**config.mk**
```make
export PLATFORM = sky130hd
export DESIGN_NAME = host_rd_txq
export DESIGN_NICKNAME = d
export VERILOG_FILES = /design/src/rtl/hrd_pkg.sv /design/src/rtl/hrd_cfg.sv /design/src/rtl/hrd_ring.sv /design/src/rtl/hrd_req.sv /design/src/rtl/host_rd_txq.sv
export SDC_FILE = /design/constraint.sdc
export NUM_CORES = 1
export LEC_CHECK = 0
export BUFFER_PORTS_ARGS = -buffer_cell sky130_fd_sc_hd__buf_2
export CORE_UTILIZATION = 59
export CTS_CLUSTER_DIAMETER = 200
export DETAILED_ROUTE_END_ITERATION = 8
export GPL_TIMING_DRIVEN = 0
export HOLD_SLACK_MARGIN = 0.1
export PLACE_DENSITY = 0.87
export RECOVER_POWER = 50
export SLEW_MARGIN = 20
export SYNTH_ARGS = -nofsm -noshare
export SYNTH_HDL_FRONTEND = slang
export SYNTH_SLANG_ARGS = --single-unit
```
**constraint.sdc**
```tcl
create_clock -name clk_i -period 7.9 [get_ports clk_i]
set_input_delay 1.185 -clock clk_i [delete_from_list [all_inputs] [get_ports clk_i]]
set_output_delay 1.185 -clock clk_i [all_outputs]
set_load 0.05 [all_outputs]
```
**src/rtl/hrd_pkg.sv**
```systemverilog
package hrd_pkg;
  typedef enum logic {BUS_PCI = 1'b0, BUS_UNIV = 1'b1} bus_e;

  typedef struct packed {
    bus_e bus;
    logic fetch;
    logic fmt;
  } cfg_t;

  localparam cfg_t CFG_RST = '{bus: BUS_PCI, fetch: 1'b0, fmt: 1'b1};
endpackage

```
**src/rtl/hrd_cfg.sv**
```systemverilog
module hrd_cfg
  import hrd_pkg::*;
#(
  parameter int DEPTH_MAX = 6,
  parameter int CW        = $clog2(DEPTH_MAX + 1)
) (
  input  logic          clk_i,
  input  logic          rst_ni,
  input  cfg_t          cfg_i,
  input  logic          idle_i,
  output cfg_t          cfg_o,
  output cfg_t          cfg_nxt_o,
  output logic          chg_o,
  output logic [CW-1:0] depth_o,
  output logic [CW-1:0] depth_nxt_o
);
  localparam logic [CW-1:0] D_FULL = CW'(DEPTH_MAX);
  localparam logic [CW-1:0] D_HALF = CW'(DEPTH_MAX / 2);
  localparam logic [CW-1:0] D_ONE  = CW'(1);

  cfg_t cfg_q;

  function automatic logic [CW-1:0] depth_of(cfg_t c);
    if (c.bus == BUS_UNIV && c.fetch) return D_ONE;
    if (c.bus == BUS_PCI && !c.fmt)   return D_HALF;
    return D_FULL;
  endfunction

  assign chg_o       = idle_i && (cfg_i != cfg_q);
  assign cfg_nxt_o   = chg_o ? cfg_i : cfg_q;
  assign cfg_o       = cfg_q;
  assign depth_o     = depth_of(cfg_q);
  assign depth_nxt_o = depth_of(cfg_nxt_o);

  always_ff @(posedge clk_i or negedge rst_ni) begin
    if (!rst_ni)    cfg_q <= CFG_RST;
    else if (chg_o) cfg_q <= cfg_i;
  end
endmodule

```
**src/rtl/hrd_ring.sv**
```systemverilog
module hrd_ring #(
  parameter int W         = 32,
  parameter int DEPTH_MAX = 6,
  parameter int CW        = $clog2(DEPTH_MAX + 1),
  parameter int AW        = (DEPTH_MAX > 1) ? $clog2(DEPTH_MAX) : 1
) (
  input  logic          clk_i,
  input  logic          rst_ni,
  input  logic          flush_i,
  input  logic [CW-1:0] depth_i,
  input  logic          wr_i,
  input  logic [W-1:0]  wdata_i,
  input  logic          pop_i,
  output logic [W-1:0]  rdata_o,
  output logic [CW-1:0] fill_o,
  output logic [CW-1:0] fill_nxt_o,
  output logic          ovf_ev_o,
  output logic          udf_ev_o
);
  logic [W-1:0]  mem [DEPTH_MAX];
  logic [AW-1:0] wr_ptr, rd_ptr;
  logic [CW-1:0] fill_q;
  logic [W-1:0]  last_q;
  logic          full, empty, wr_ok, pop_ok;
  logic [AW-1:0] ptr_top;

  assign full    = fill_q >= depth_i;
  assign empty   = fill_q == '0;
  assign wr_ok   = wr_i && !flush_i && !full;
  assign pop_ok  = pop_i && !flush_i && !empty;
  assign ovf_ev_o = wr_i && !flush_i && full;
  assign udf_ev_o = pop_i && !flush_i && empty;
  assign ptr_top = AW'(depth_i - CW'(1));

  always_comb begin
    if (flush_i) fill_nxt_o = '0;
    else         fill_nxt_o = fill_q + CW'(wr_ok) - CW'(pop_ok);
  end

  assign fill_o  = fill_q;
  assign rdata_o = empty ? last_q : mem[rd_ptr];

  always_ff @(posedge clk_i or negedge rst_ni) begin
    if (!rst_ni) begin
      wr_ptr <= '0;
      rd_ptr <= '0;
      fill_q <= '0;
    end else begin
      fill_q <= fill_nxt_o;
      if (flush_i) begin
        wr_ptr <= '0;
        rd_ptr <= '0;
      end else begin
        if (wr_ok)  wr_ptr <= (wr_ptr == ptr_top) ? '0 : wr_ptr + AW'(1);
        if (pop_ok) rd_ptr <= (rd_ptr == ptr_top) ? '0 : rd_ptr + AW'(1);
      end
    end
  end

  // last_q survives flushes (only resets clear it) so an underrun has a defined value
  always_ff @(posedge clk_i or negedge rst_ni) begin
    if (!rst_ni)     last_q <= '0;
    else if (pop_ok) last_q <= mem[rd_ptr];
  end

  always_ff @(posedge clk_i) begin
    if (wr_ok) mem[wr_ptr] <= wdata_i;
  end
endmodule

```
**src/rtl/hrd_req.sv**
```systemverilog
module hrd_req #(
  parameter int CW = 3
) (
  input  logic          clk_i,
  input  logic          rst_ni,
  input  logic          set_i,
  input  logic          fetch_nxt_i,
  input  logic          active_i,
  input  logic [CW-1:0] fill_nxt_i,
  input  logic [CW-1:0] depth_nxt_i,
  output logic          req_o
);
  logic room, req_d;

  assign room = fill_nxt_i < depth_nxt_i;

  always_comb begin
    if (set_i)            req_d = 1'b1;
    else if (fetch_nxt_i) req_d = active_i && room;
    else                  req_d = room;
  end

  always_ff @(posedge clk_i or negedge rst_ni) begin
    if (!rst_ni) req_o <= 1'b1;
    else         req_o <= req_d;
  end
endmodule

```
**src/rtl/host_rd_txq.sv**
```systemverilog
module host_rd_txq
  import hrd_pkg::*;
#(
  parameter int W         = 32,
  parameter int DEPTH_MAX = 6,
  localparam int CW       = $clog2(DEPTH_MAX + 1)
) (
  input  logic         clk_i,
  input  logic         rst_ni,
  input  logic         sw_rst_i,
  input  logic         hold_rst_i,
  input  logic         bus_mode_i,
  input  logic         fetch_i,
  input  logic         fmt_i,
  input  logic         core_wr_i,
  input  logic [W-1:0] core_wdata_i,
  input  logic         host_rd_active_i,
  input  logic         host_pop_i,
  output logic [W-1:0] host_rdata_o,
  input  logic         irq_en_i,
  input  logic         dma_en_i,
  output logic         req_o,
  output logic         irq_o,
  output logic         dma_req_o,
  output logic         ovf_o,
  output logic         udf_o
);
  cfg_t          cfg_in, cfg_q, cfg_nxt;
  logic          chg, idle, flush, ovf_ev, udf_ev, req_q;
  logic [CW-1:0] depth, depth_nxt, fill, fill_nxt;

  assign cfg_in = '{bus: bus_e'(bus_mode_i), fetch: fetch_i, fmt: fmt_i};
  assign idle   = (fill == '0) && !host_rd_active_i;
  assign flush  = sw_rst_i || hold_rst_i || chg || (cfg_q.fetch && !host_rd_active_i);

  hrd_cfg #(.DEPTH_MAX(DEPTH_MAX), .CW(CW)) u_cfg (
    .clk_i       (clk_i),
    .rst_ni      (rst_ni),
    .cfg_i       (cfg_in),
    .idle_i      (idle),
    .cfg_o       (cfg_q),
    .cfg_nxt_o   (cfg_nxt),
    .chg_o       (chg),
    .depth_o     (depth),
    .depth_nxt_o (depth_nxt)
  );

  hrd_ring #(.W(W), .DEPTH_MAX(DEPTH_MAX), .CW(CW)) u_ring (
    .clk_i      (clk_i),
    .rst_ni     (rst_ni),
    .flush_i    (flush),
    .depth_i    (depth),
    .wr_i       (core_wr_i),
    .wdata_i    (core_wdata_i),
    .pop_i      (host_pop_i),
    .rdata_o    (host_rdata_o),
    .fill_o     (fill),
    .fill_nxt_o (fill_nxt),
    .ovf_ev_o   (ovf_ev),
    .udf_ev_o   (udf_ev)
  );

  hrd_req #(.CW(CW)) u_req (
    .clk_i       (clk_i),
    .rst_ni      (rst_ni),
    .set_i       (sw_rst_i || hold_rst_i),
    .fetch_nxt_i (cfg_nxt.fetch),
    .active_i    (host_rd_active_i),
    .fill_nxt_i  (fill_nxt),
    .depth_nxt_i (depth_nxt),
    .req_o       (req_q)
  );

  assign req_o     = req_q && !hold_rst_i;
  assign irq_o     = req_o && irq_en_i;
  assign dma_req_o = req_o && dma_en_i;

  always_ff @(posedge clk_i or negedge rst_ni) begin
    if (!rst_ni) begin
      ovf_o <= 1'b0;
      udf_o <= 1'b0;
    end else if (sw_rst_i) begin
      ovf_o <= 1'b0;
      udf_o <= 1'b0;
    end else begin
      if (ovf_ev) ovf_o <= 1'b1;
      if (udf_ev) udf_o <= 1'b1;
    end
  end
endmodule

```
# Yosys cells after proc, flatten, opt, wreduce, memory -nomap -nowiden

Memory sizes are Yosys's and may differ from the RTL's.
Cells that the tools add are included.

Register bits after elaboration: 47
Bits in writable memories: 192
Memories kept: 1

Memory list:

| memory     | depth | bits a word | read ports | clocked after Yosys merged registers in | wr ports | RTL line       | RTL |
|---|---|---|---|---|---|---|---|
| u_ring.mem | 6     | 32          | 1          | 0                                       | 1        | hrd_ring.sv:20 | `logic [W-1:0] mem [DEPTH_MAX];` |

$add $sub $neg: 5
$lt $le $gt $ge: 2
Eq/ne operators: 3
Muxes and demuxes: 31
Bitwise operators: 2
Reductions and logical operators: 32

Operators with widths:

| kind                                                                | number |
|---|---|
| 3-bit 2-to-1 mux                                                    | 16 |
| 32-bit 2-to-1 mux                                                   | 1 |
| 1-bit logical AND                                                   | 17 |
| 1-bit 2-to-1 mux                                                    | 14 |
| 2-bit nonzero test                                                  | 4 |
| 1-bit zero test                                                     | 7 |
| 3-bit by 1-bit adder with 3-bit output (second input constant)      | 2 |
| 3-bit == test                                                       | 2 |
| 3-bit by 1-bit adder with 3-bit output                              | 1 |
| 3-bit greater-or-equal comparator                                   | 1 |
| 3-bit zero test                                                     | 1 |
| 1-bit logical OR                                                    | 3 |
| 3-bit less-than comparator                                          | 1 |
| 3-bit inequality test                                               | 1 |
| 3-bit by 1-bit subtractor with 3-bit output                         | 1 |
| 3-bit by 1-bit subtractor with 3-bit output (second input constant) | 1 |
| 1-bit inverter                                                      | 2 |

# Depth between registers and ports, before layout

Gate-level depths: netlist (run 1).

Word-level depth: 16
Gate-level depth with buffers: 18
Depth with buffers taken out: 17

# Modules after synthesis

Synthesis (run 1) repeated with hierarchy kept, for this count alone.

Cell total of the unflattened synthesis: 639
Area, all modules: 10,223.6 µm²

Modules (own cells, without submodules):

| module      | times used | cells each | area an instance (µm²) | sequential area each (µm²) |
|---|---|---|---|---|
| hrd_ring    | 1          | 597        | 9,801.9                | 6,791.5 |
| hrd_cfg     | 1          | 19         | 212.7                  | 76.3 |
| host_rd_txq | 1          | 13         | 112.6                  | 50.0 |
| hrd_req     | 1          | 10         | 96.3                   | 26.3 |

# Least setup slack after synthesis (run 1)

Ideal clock, no wire load.

Path kind: input to register
Start: input port bus_mode_i
End: memory u_ring.mem[4][0] (enable)
Arrival: 5.302 ns
Required time: 7.387 ns
Slack: 2.085 ns
Cell stages on the path: 5
Buffers on the path: 0
Path through: xor2_1 nor3_4 o31a_2 nand3_2 nor4b_1

Word-level cells in the longest chain between the ends: 9

Ends and longest elaborated chain:

| element                                | RTL line          | RTL |
|---|---|---|
| start, declared                        | host_rd_txq.sv:12 | `input logic bus_mode_i,` |
| 3-bit inequality test                  | hrd_cfg.sv:29     | `assign chg_o = idle_i && (cfg_i != cfg_q);` |
| 1-bit logical AND                      | hrd_cfg.sv:29     |  |
| 1-bit logical OR (2 in series)         | host_rd_txq.sv:34 | `assign flush = sw_rst_i \|\| hold_rst_i \|\| chg \|\| (cfg_q.fetch && !host_rd_active_i);` |
| 1-bit zero test                        | hrd_ring.sv:29    | `assign wr_ok = wr_i && !flush_i && !full;` |
| 1-bit logical AND (2 in series)        | hrd_ring.sv:29    |  |
| 1-bit 2-to-1 mux                       | hrd_ring.sv:67    | `if (wr_ok) mem[wr_ptr] <= wdata_i;` |
| 1-bit 2-to-1 mux (not written as such) | hrd_ring.sv:67    |  |
| end, declared                          | hrd_ring.sv:20    |  |

Every way passes these cells.

# Worst setup path after layout (run 1)

Start: register u_ring.fill_q[1], in the netlist u_ring.fill_o[1]
End: output port host_rdata_o[12]

Word-level cells in the longest chain between the ends: 2

Ends and longest elaborated chain:

| element                | RTL line          | RTL |
|---|---|---|
| start, declared        | hrd_ring.sv:22    | `logic [CW-1:0] fill_q;` |
| start signal, assigned | hrd_ring.sv:49    | `fill_q <= fill_nxt_o;` |
| 3-bit zero test        | hrd_ring.sv:28    | `assign empty = fill_q == '0;` |
| 32-bit 2-to-1 mux      | hrd_ring.sv:41    | `assign rdata_o = empty ? last_q : mem[rd_ptr];` |
| end, declared          | host_rd_txq.sv:19 | `output logic [W-1:0] host_rdata_o,` |

Every way passes these cells.

==> results.yml, run 1 <==
finish:
  nNetsFinal: 827
  design_area_um2: 11350
  diodes: 0
  mostFrequentLayoutCell: "edfxtp_1"
  drive_gt1_share_pct: 21.04
  fillers: 1070
  syn_to_final_growth_pct: 16.40
  stdcell_count: 1005
  final_cell_mix: "192 x edfxtp_1, 102 x nand2_1, 102 x o21ai_0"
die:
  core-area_um2: 16000
  die_x_um: 130.5
  fp.dieH_um: 130.5
  initial_utilization_pct: 60.93
  row_count: 46
  io_pins: 81
  dieArea_um2: 17040
pwr:
  fin_total_pwr_mw: 2.563
  leakagePower_nw: 3.997
  p_per_area_nw_per_um2: 225.8
  combPwrFrac_pct: 4.6
  p_int_mw: 2.030
  power.share.switching_pct: 20.80
  p_switching_mw: 0.5330
  max-vdd-ir-drop_mv: 0.2128
  p_seq_share_pct: 53.9
  p_clk_share_pct: 41.5
grt:
  overflow: 0
  antenna_found_initial: 0
  track_usage_pct: 27.12
  grt_max_degree: 48
  grt_pass1_wl_um: 33960
  grt_pass1_vias: 6524
logic_synthesis:
  ys_seq_area_share_pct: 71.23
  ys_types: 52
  synthCells: 639
  yosysWarnings: 0
  synth_ff_type: "edfxtp_1"
  syn_nets: 693
  syn_area_per_cell_um2: 15.26
  synthesis.area_um2: 9749
  synth-async-reset-ratio_pct: 19.67
  synth_edf_count: 192
  ys_ff_latch: 239
timing:
  worst_slew_pin_slew_ns: 2.723
  tns_ns: 0
  rsz0062_at_grt: "no"
  fin_skew_ns: 0.006616
  max_freq_ghz: 0.2275
  drv_slew: 48
  post-route-min-period_ns: 4.396
  report.final.setup_viol: 0
  finalWorstSetupSlack_ns: 3.504
  maxSlewHeadroom_pct: -81.55
  hold_violations: 0
  timing.final.crit_share_pct: 55.64
flow_run:
  cap_viol_max_count: 1
cts:
  clkTransAtPathRegs_ns: 0.06
  clk-insertion-delay-late_ns: 0.51
  cts_resized: 0
  ctsHoldBuffers: 0
  postCtsSetupBuffers: 0
  cts_max_level: 1
  cts_num_sinks: 239
  tritoncts: "done"
  numCtsBuffers: 23
  ctsLongestPathBuffers: 3
  clockRootBuffer: "clkbuf_16"
worst_setup_path:
  cp.arrival_ns: 3.21
  critPathKind: "reg2out"
  required_ns: 6.71
  path_max_fanout: 10
  start_kind: "flop"
  endpoint_kind: "output port"
drt:
  drt-initial-drc-count: 598
  drt_wl_total_um: 21970
  vias: 6213
  drcViolationCount: 0
  routedWlPerCell_um: 21.86
  via_per_inst: 6.182
  final_antenna_net_count: 0
  firstDrtPassIters: 5
min_path:
  hp-class: "reg2reg"
place:
  dpl_cell_area_um2: 10680
  gp_congestion: 0.8663
  place_ws_ns: 3.572
  port_buffers: 80
  post-dp-hpwl_um: 14990
  post-place-cells: 964
status:
  status: "finished, violations left"
  failed_checks: "capacitance limit, slew limit"
==> final timing paths <==
path | start | to | slack (ns) | cells after the start
worst min-delay path | u_ring.last_q[25]$_DFFE_PN0P_ | u_ring.last_q[25]$_DFFE_PN0P_ | 0.48 | 2
worst min register to register | u_ring.last_q[25]$_DFFE_PN0P_ | u_ring.last_q[25]$_DFFE_PN0P_ | 0.48 | 2
worst max-delay path | u_ring.fill_o[1]$_DFF_PN0_ | host_rdata_o[12] | 3.50 | 6
worst max register to register | u_ring.fill_o[2]$_DFF_PN0_ | u_req.req_o$_DFF_PN1_ | 3.80 | 15
max in group asynchronous | rst_ni | u_ring.last_q[23]$_DFFE_PN0P_ | 4.81 | 1
min in group asynchronous | rst_ni | u_cfg.cfg_o[2]$_DFF_PN0_ | 1.54 | 1
==> Yosys cell counts (3+ instances only) <==
library cell | instances | area (um^2)
nor2_1 | 8 | 30.03
mux2i_1 | 32 | 320.3
nor3_1 | 6 | 30.03
mux2_2 | 4 | 45.04
o21ai_0 | 102 | 510.5
nor2b_1 | 3 | 18.77
a21oi_1 | 8 | 40.04
and2_1 | 5 | 31.28
buf_2 | 13 | 65.06
edfxtp_1 | 192 | 5766
clkbuf_1 | 22 | 82.58
inv_1 | 10 | 37.54
mux4_2 | 32 | 720.7
ha_1 | 9 | 112.6
dfrtp_1 | 45 | 1126
xor2_1 | 3 | 26.28
nand2_1 | 102 | 382.9
==> sequential cells by signal (all words and copies together) (netlist names) <==
signal         cells
u_ring.mem       192
u_ring.last_q     32
u_cfg.cfg_o        3
u_ring.fill_o      3
u_ring.rd_ptr      3
u_ring.wr_ptr      3
ovf_o              1
u_req.req_o        1
udf_o              1
==> worst max-delay path, cell delays in order (launching register included) <==
cell      delay (ns)
dfrtp_1         0.45
nor3_1          0.59
clkbuf_1        0.55
clkbuf_1        0.48
nand2_1         0.12
o21ai_0         0.17
buf_2           0.34
==> power by group through the flow <==
stage | registers [mW] | clock network, mW | logic [mW]
6_report | 1.38 | 1.06 | 0.119
5_1_grt | 1.38 | 1.12 | 0.128
4_1_cts | 1.38 | 1.07 | 0.121
3_5_place_dp | 1.41 | 0 | 0.121
3_3_place_gp | 1.41 | 0 | 0.112
2_1_floorplan | 1.41 | 0 | 0.0702
==> cell families (layout without fill, tap and decap cells) <==
group | Yosys count | in the layout | synth area share [%]
adder cells (fa/ha/maj) | 10 | 10 | 1.360
flip-flops | 239 | 239 | 71.23
buffers and inverters | 47 | 197 | 2.053
multiplexers | 68 | 68 | 11.14
AO/OA/AOI/OAI | 125 | 125 | 6.956
XOR/XNOR | 5 | 5 | 0.4493
AND/OR/NAND/NOR | 145 | 145 | 6.815
==> area by class of cell <==
| cell class | count | area, um^2 | area share, % |
|---|---|---|---|
| clock buffers | 32 | 629.4 | 5.546 |
| clock inverters | 9 | 97.59 | 0.8600 |
| repair buffers | 109 | 573.1 | 5.050 |
| inverters | 10 | 37.54 | 0.3308 |
| flip-flops and latches | 239 | 6944 | 61.19 |
| multi-input cells | 353 | 2641 | 23.27 |
| plain buffers | 37 | 155.1 | 1.367 |
| well taps | 216 | 270.3 | 2.381 |
==> metal layers <==
metal,GRT usage (%),routed length (um),part of all wire (%),vias up
met2,46.53,11300,51,322
met1,33.62,8155,37,3144
met3,4.438,1548,7.0,76
li1,-,-,-,2671
met5,0,0,0,-
met4,13.73,966,4.4,0
==> through the flow <==
step                      utilization [%]  hold WS [ns]
after CTS                           71.29        0.4835
final                               70.93        0.4791
after floorplan                         -        0.4497
after global placement              65.12        0.4611
after global routing                70.93        0.5005
after detailed placement            66.74        0.4698
Power figures use the tool's default switching activity.
==> run 2: changes to the inputs <==
--- a/config.mk
+++ b/config.mk
@@ -6,12 +6,12 @@
 export NUM_CORES = 1
 export LEC_CHECK = 0
 export BUFFER_PORTS_ARGS = -buffer_cell sky130_fd_sc_hd__buf_2
-export CORE_UTILIZATION = 59
+export CORE_UTILIZATION = 54
 export CTS_CLUSTER_DIAMETER = 200
 export DETAILED_ROUTE_END_ITERATION = 8
 export GPL_TIMING_DRIVEN = 0
 export HOLD_SLACK_MARGIN = 0.1
-export PLACE_DENSITY = 0.87
+export PLACE_DENSITY = 0.84
 export RECOVER_POWER = 50
 export SLEW_MARGIN = 20
 export SYNTH_ARGS = -nofsm -noshare
==> constraint.sdc (replaced) <==
create_clock -name clk_i -period 3.95 [get_ports clk_i]
set_input_delay 0.5925 -clock clk_i [delete_from_list [all_inputs] [get_ports clk_i]]
set_output_delay 0.5925 -clock clk_i [all_outputs]
set_load 0.05 [all_outputs]
==> results.yml, run 2 (same netlist as run 1, synthesis figures left out) <==
finish:
  fillers: 1191
  final_cell_mix: "192 x edfxtp_1, 102 x nand2_1, 102 x o21ai_0"
  top_register: "u_ring.mem"
  reg_top3: "u_ring.mem: 192 flops, u_ring.last_q: 32 flops"
  mostFrequentLayoutCell: "edfxtp_1"
  drive_gt1_share_pct: 21.15
  stdcell_count: 1005
  fin_util_pct: 65.11
  diodes: 0
  multiInputGateArea_um2: 2696
  syn_to_final_growth_pct: 16.71
  largest_reg_flops: 192
  nNetsFinal: 818
  register_area_um2: 6944
worst_setup_path:
  r2r_cells: 15
  rrSetupSlack_ns: 0.23
  path_max_fanout: 10
  endpoint_kind: "flop"
  required_ns: 4.39
  worstReg2RegStart: "u_cfg.cfg_o[1]$_DFF_PN0_"
  critPathKind: "reg2reg"
  endpoint: "u_req.req_o$_DFF_PN1_"
  timing.rr.end: "u_req.req_o$_DFF_PN1_"
  start_kind: "flop"
  critPathLaunch: "u_cfg.cfg_o[1]$_DFF_PN0_"
  cp.arrival_ns: 4.16
cts:
  ctsLongestPathBuffers: 3
  cts_num_sinks: 239
  numCtsBuffers: 23
  clkTransAtPathRegs_ns: 0.06
  clk-insertion-delay-late_ns: 0.53
  cts_resized: 0
  ctsHoldBuffers: 0
  cts_max_level: 1
  postCtsSetupBuffers: 0
  clockRootBuffer: "clkbuf_16"
  tritoncts: "done"
grt:
  overflow: 0
  grt_max_degree: 48
  track_usage_pct: 23.82
  grt_pass1_wl_um: 32510
  antenna_found_initial: 0
  grt_pass1_vias: 6017
place:
  port_buffers: 80
  gp_congestion: 0.8142
  post-dp-hpwl_um: 14390
  post-place-cells: 964
timing:
  fin_skew_ns: 0.01369
  maxSlewHeadroom_pct: -86.44
  hold_violations: 0
  worst_slew_pin_slew_ns: 2.797
  timing.final.crit_share_pct: 94.24
  hold_slack_ns: 0.2713
  post-route-min-period_ns: 3.722
  report.final.setup_viol: 0
  tns_ns: 0
  max_freq_ghz: 0.2686
  drv_slew: 48
flow_run:
  cap_viol_max_count: 1
pwr:
  p_per_area_nw_per_um2: 444.3
  max-vdd-ir-drop_mv: 0.4378
  fin_total_pwr_mw: 5.055
  leakagePower_nw: 3.943
die:
  core-area_um2: 17480
  fp.dieH_um: 136.4
  die_x_um: 136.4
  row_count: 48
  io_pins: 81
  dieArea_um2: 18600
  initial_utilization_pct: 55.78
min_path:
  hp-class: "in2reg"
  hp-start: "sw_rst_i"
drt:
  routedWlPerCell_um: 21.00
  vias: 5995
  final_antenna_net_count: 0
  drcViolationCount: 0
  drt_wl_total_um: 21110
  firstDrtPassIters: 5
  drt-initial-drc-count: 668
  via_per_inst: 5.965
status:
  failed_checks: "capacitance limit, slew limit"
  status: "finished, violations left"
-- run 2: cell types whose count changed in the layout (fill, tap and decap cells not counted), sizes merged --
| cell | before | now |
|---|---|---|
| clkbuf | 94 | 84 |
| clkinv | 6 | 13 |
| bufinv | 2 | 1 |
| clkinvlp | 0 | 1 |
| buf | 84 | 78 |
-- run 2: how the worst min path moves through the flow --
stage               slack, ns                             to  depth (start not counted)
floorplan                0.30              ovf_o$_DFFE_PN0P_                          0
detailed placement       0.47  u_ring.last_q[24]$_DFFE_PN0P_                          2
global placement         0.46  u_ring.last_q[28]$_DFFE_PN0P_                          2
finish                   0.27              ovf_o$_DFFE_PN0P_                          2
CTS                      0.27              ovf_o$_DFFE_PN0P_                          2
global route             0.27              ovf_o$_DFFE_PN0P_                          2
-- run 2: cell type report --
class	instances	share of cell area, %
Clock buffer	25	5.124
Timing Repair Buffer	100	4.915
Multi-Input combinational cell	353	23.70
Buffer	37	1.408
Tap cell	225	2.474
Sequential cell	239	61.03
Inverter	10	0.3299
Clock inverter	16	1.023
-- run 2: power by group --
part | internal [mW] | switching, mW
clock | 1.14 | 0.914
sequential | 2.75 | 0.0141
combinational | 0.0688 | 0.171
-- run 2: layer usage --
metal  GRT usage [%]  part of all wire [%]
met5               0                     0
met4           7.531                   2.7
met3           3.729                   7.1
met2           40.24                    50
met1           31.87                    40
-- run 2: worst max-delay path, stage by stage, from the launching register on --
cell	delay (ns)
dfrtp_1	0.50
inv_1	0.19
o2111ai_2	0.34
buf_2	0.28
inv_1	0.11
ha_1	0.29
inv_1	0.05
ha_1	0.19
fa_1	0.41
xnor2_1	0.20
xnor2_1	0.14
nor2_1	0.08
ha_1	0.35
a21oi_1	0.16
o221ai_1	0.16
o21ai_0	0.18
-- run 2: metrics by stage --
stage,setup WS (ns),area (um^2)
CTS,0.09304,11400
floorplan,-0.5285,9774
global placement,-2.646,10460
global route,-0.04994,11380
detailed placement,0.1649,10700
finish,0.2276,11380
==> run 3: changes to the inputs <==
==> constraint.sdc (replaced) <==
create_clock -name clk_i -period 3.18 [get_ports clk_i]
set_input_delay 0.477 -clock clk_i [delete_from_list [all_inputs] [get_ports clk_i]]
set_output_delay 0.477 -clock clk_i [all_outputs]
set_load 0.05 [all_outputs]
==> results.yml, run 3 (same netlist as run 1, synthesis figures left out) <==
grt:
  overflow: 0
  antenna_found_initial: 0
  grt_pass1_vias: 6098
  track_usage_pct: 24.45
  grt_max_degree: 48
  grt_pass1_wl_um: 33340
place:
  gp_congestion: 0.8434
  post-place-cells: 961
  port_buffers: 80
  post-dp-hpwl_um: 14660
worst_setup_path:
  endpoint_kind: "flop"
  required_ns: 3.63
  path_max_fanout: 5
  start_kind: "flop"
  critPathSlowestCell: "dfstp_2"
  critPathKind: "reg2reg"
  worstReg2RegStart: "u_cfg.cfg_o[0]$_DFF_PN1_"
  critPathLaunch: "u_cfg.cfg_o[0]$_DFF_PN1_"
  cp.arrival_ns: 3.85
  slowest_delay_ns: 0.58
  cp_cell_sequence: "nor2b_4 > a21oi_4 > ha_1 > nand2b_4 > a21o_1 > a21oi_2 > nand3_4 > inv_2 > ha_4 > fa_2 > xnor2_2 > xnor2_1 > nor2_1 > ha_1 > a21oi_2 > o221ai_1 > o21ai_1"
timing:
  timing.final.crit_share_pct: 107.1
  maxSlewHeadroom_pct: 9.827
  hold_violations: 0
  rsz0062_at_grt: "yes"
  worst_slew_pin_slew_ns: 1.353
  drv_slew: 0
  post-route-min-period_ns: 3.405
  report.final.setup_viol: 11
  max_freq_ghz: 0.2937
  fin_skew_ns: 0.01111
  finalWorstSetupSlack_ns: -0.2249
die:
  io_pins: 81
  core-area_um2: 17480
  fp.dieH_um: 136.4
  dieArea_um2: 18600
  initial_utilization_pct: 55.78
  row_count: 48
  die_x_um: 136.4
drt:
  drt_wl_total_um: 22670
  drt-initial-drc-count: 496
  drcViolationCount: 0
  routedWlPerCell_um: 22.14
  final_antenna_net_count: 0
  vias: 6133
  via_per_inst: 5.989
  firstDrtPassIters: 5
pwr:
  leakagePower_nw: 4.106
  p_per_area_nw_per_um2: 543.0
  max-vdd-ir-drop_mv: 0.4314
finish:
  syn_to_final_growth_pct: 20.21
  top_register: "u_ring.mem"
  reg_top3: "u_ring.mem: 192 flops, u_ring.last_q: 32 flops"
  fin_util_pct: 67.06
  diodes: 0
  drive_gt1_share_pct: 26.03
  stdcell_count: 1024
  final_cell_mix: "192 x edfxtp_1, 101 x nand2_1, 97 x o21ai_0"
  largest_reg_flops: 192
  mostFrequentLayoutCell: "edfxtp_1"
  nNetsFinal: 835
min_path:
  hp-start: "sw_rst_i"
  hp-class: "in2reg"
cts:
  numCtsBuffers: 24
  cts_max_level: 1
  clkTransAtPathRegs_ns: 0.07
  tritoncts: "done"
  clockRootBuffer: "clkbuf_16"
  clk-insertion-delay-late_ns: 0.52
  ctsLongestPathBuffers: 3
  cts_num_sinks: 239
flow_run:
  cap_viol_max_count: 0
status:
  failed_checks: "setup timing"
  status: "finished, violations left"
-- run 3: worst max-delay path: cells and delay by family (launching register included) --
kind	cells	cell delay, ns
DFF	1	0.58
xor gates and xnor gates	2	0.25
and+or+nand+nor	4	0.53
AOI/OAI and AO/OA	6	0.87
buffers and inverters	1	0.08
adders and majority gates	4	1.00
-- run 3: final timing paths --
| path | endpoint | slack [ns] | cells after the start |
|---|---|---|---|
| min reg2reg | u_ring.last_q[26]$_DFFE_PN0P_ | 0.48 | 2 |
| min | ovf_o$_DFFE_PN0P_ | 0.16 | 2 |
| max | u_req.req_o$_DFF_PN1_ | -0.22 | 17 |
| max reg2reg | u_req.req_o$_DFF_PN1_ | -0.22 | 17 |
| max in group asynchronous | u_ring.fill_o[1]$_DFF_PN0_ | 1.50 | 2 |
| min in group asynchronous | ovf_o$_DFFE_PN0P_ | 0.79 | 2 |
-- run 3: per-stage QoR --
stage | worst slack (ns) | instance area (um^2) | power (mW) | hold WS [ns] | TNS [ns]
detailed placement | -0.4466 | 10740 | 3.802 | 0.4704 | -10.27
global placement | -1.442 | 10520 | 3.781 | 0.4612 | -226.63
finish | -0.2249 | 11720 | 6.364 | 0.1556 | -0.2808
global route | -0.3470 | 11720 | 6.523 | 0.1548 | -1.946
CTS | -0.2534 | 11560 | 6.360 | 0.1596 | -3.591
floorplan | -0.2198 | 9842 | 3.676 | 0.1814 | -20.50
-- run 3: power by group --
part           total (mW)  internal, mW  leakage, nW  switching [mW]
clock network        2.59          1.45        0.354            1.14
registers            3.43          3.42         2.37          0.0174
logic               0.337         0.110         1.38           0.227
total                6.36          4.98         4.11            1.39
-- run 3: final cells by class --
| type | count | area (um^2) |
|---|---|---|
| fill | 1176 | 5757 |
| multi-input combinational | 353 | 2765 |
| inverter | 10 | 37.54 |
| clock buffer | 34 | 658.1 |
| tap | 225 | 281.5 |
| sequential | 239 | 6947 |
| clock inverter | 10 | 70.07 |
| timing repair buffer | 116 | 763.2 |
| buffer | 37 | 197.7 |
-- run 3: routing by layer --
layer	global-route usage (%)	vias up	part of all wire, %
met5	0	-	0
met4	10.06	0	3.0
met3	3.617	51	7.2
met2	42.22	319	52
met1	30.98	3066	38
li1	-	2697	-
-- run 3: repair_timing --
item | in CTS | in global routing
pin swaps | 6 | 15
setup buffers | 7 | 13
hold buffers | 0 | 1
setup endpoints to repair | 103 | 88
hold endpoints to repair | 0 | 45
resized for setup | 15 | 40
cloned | 0 | 1
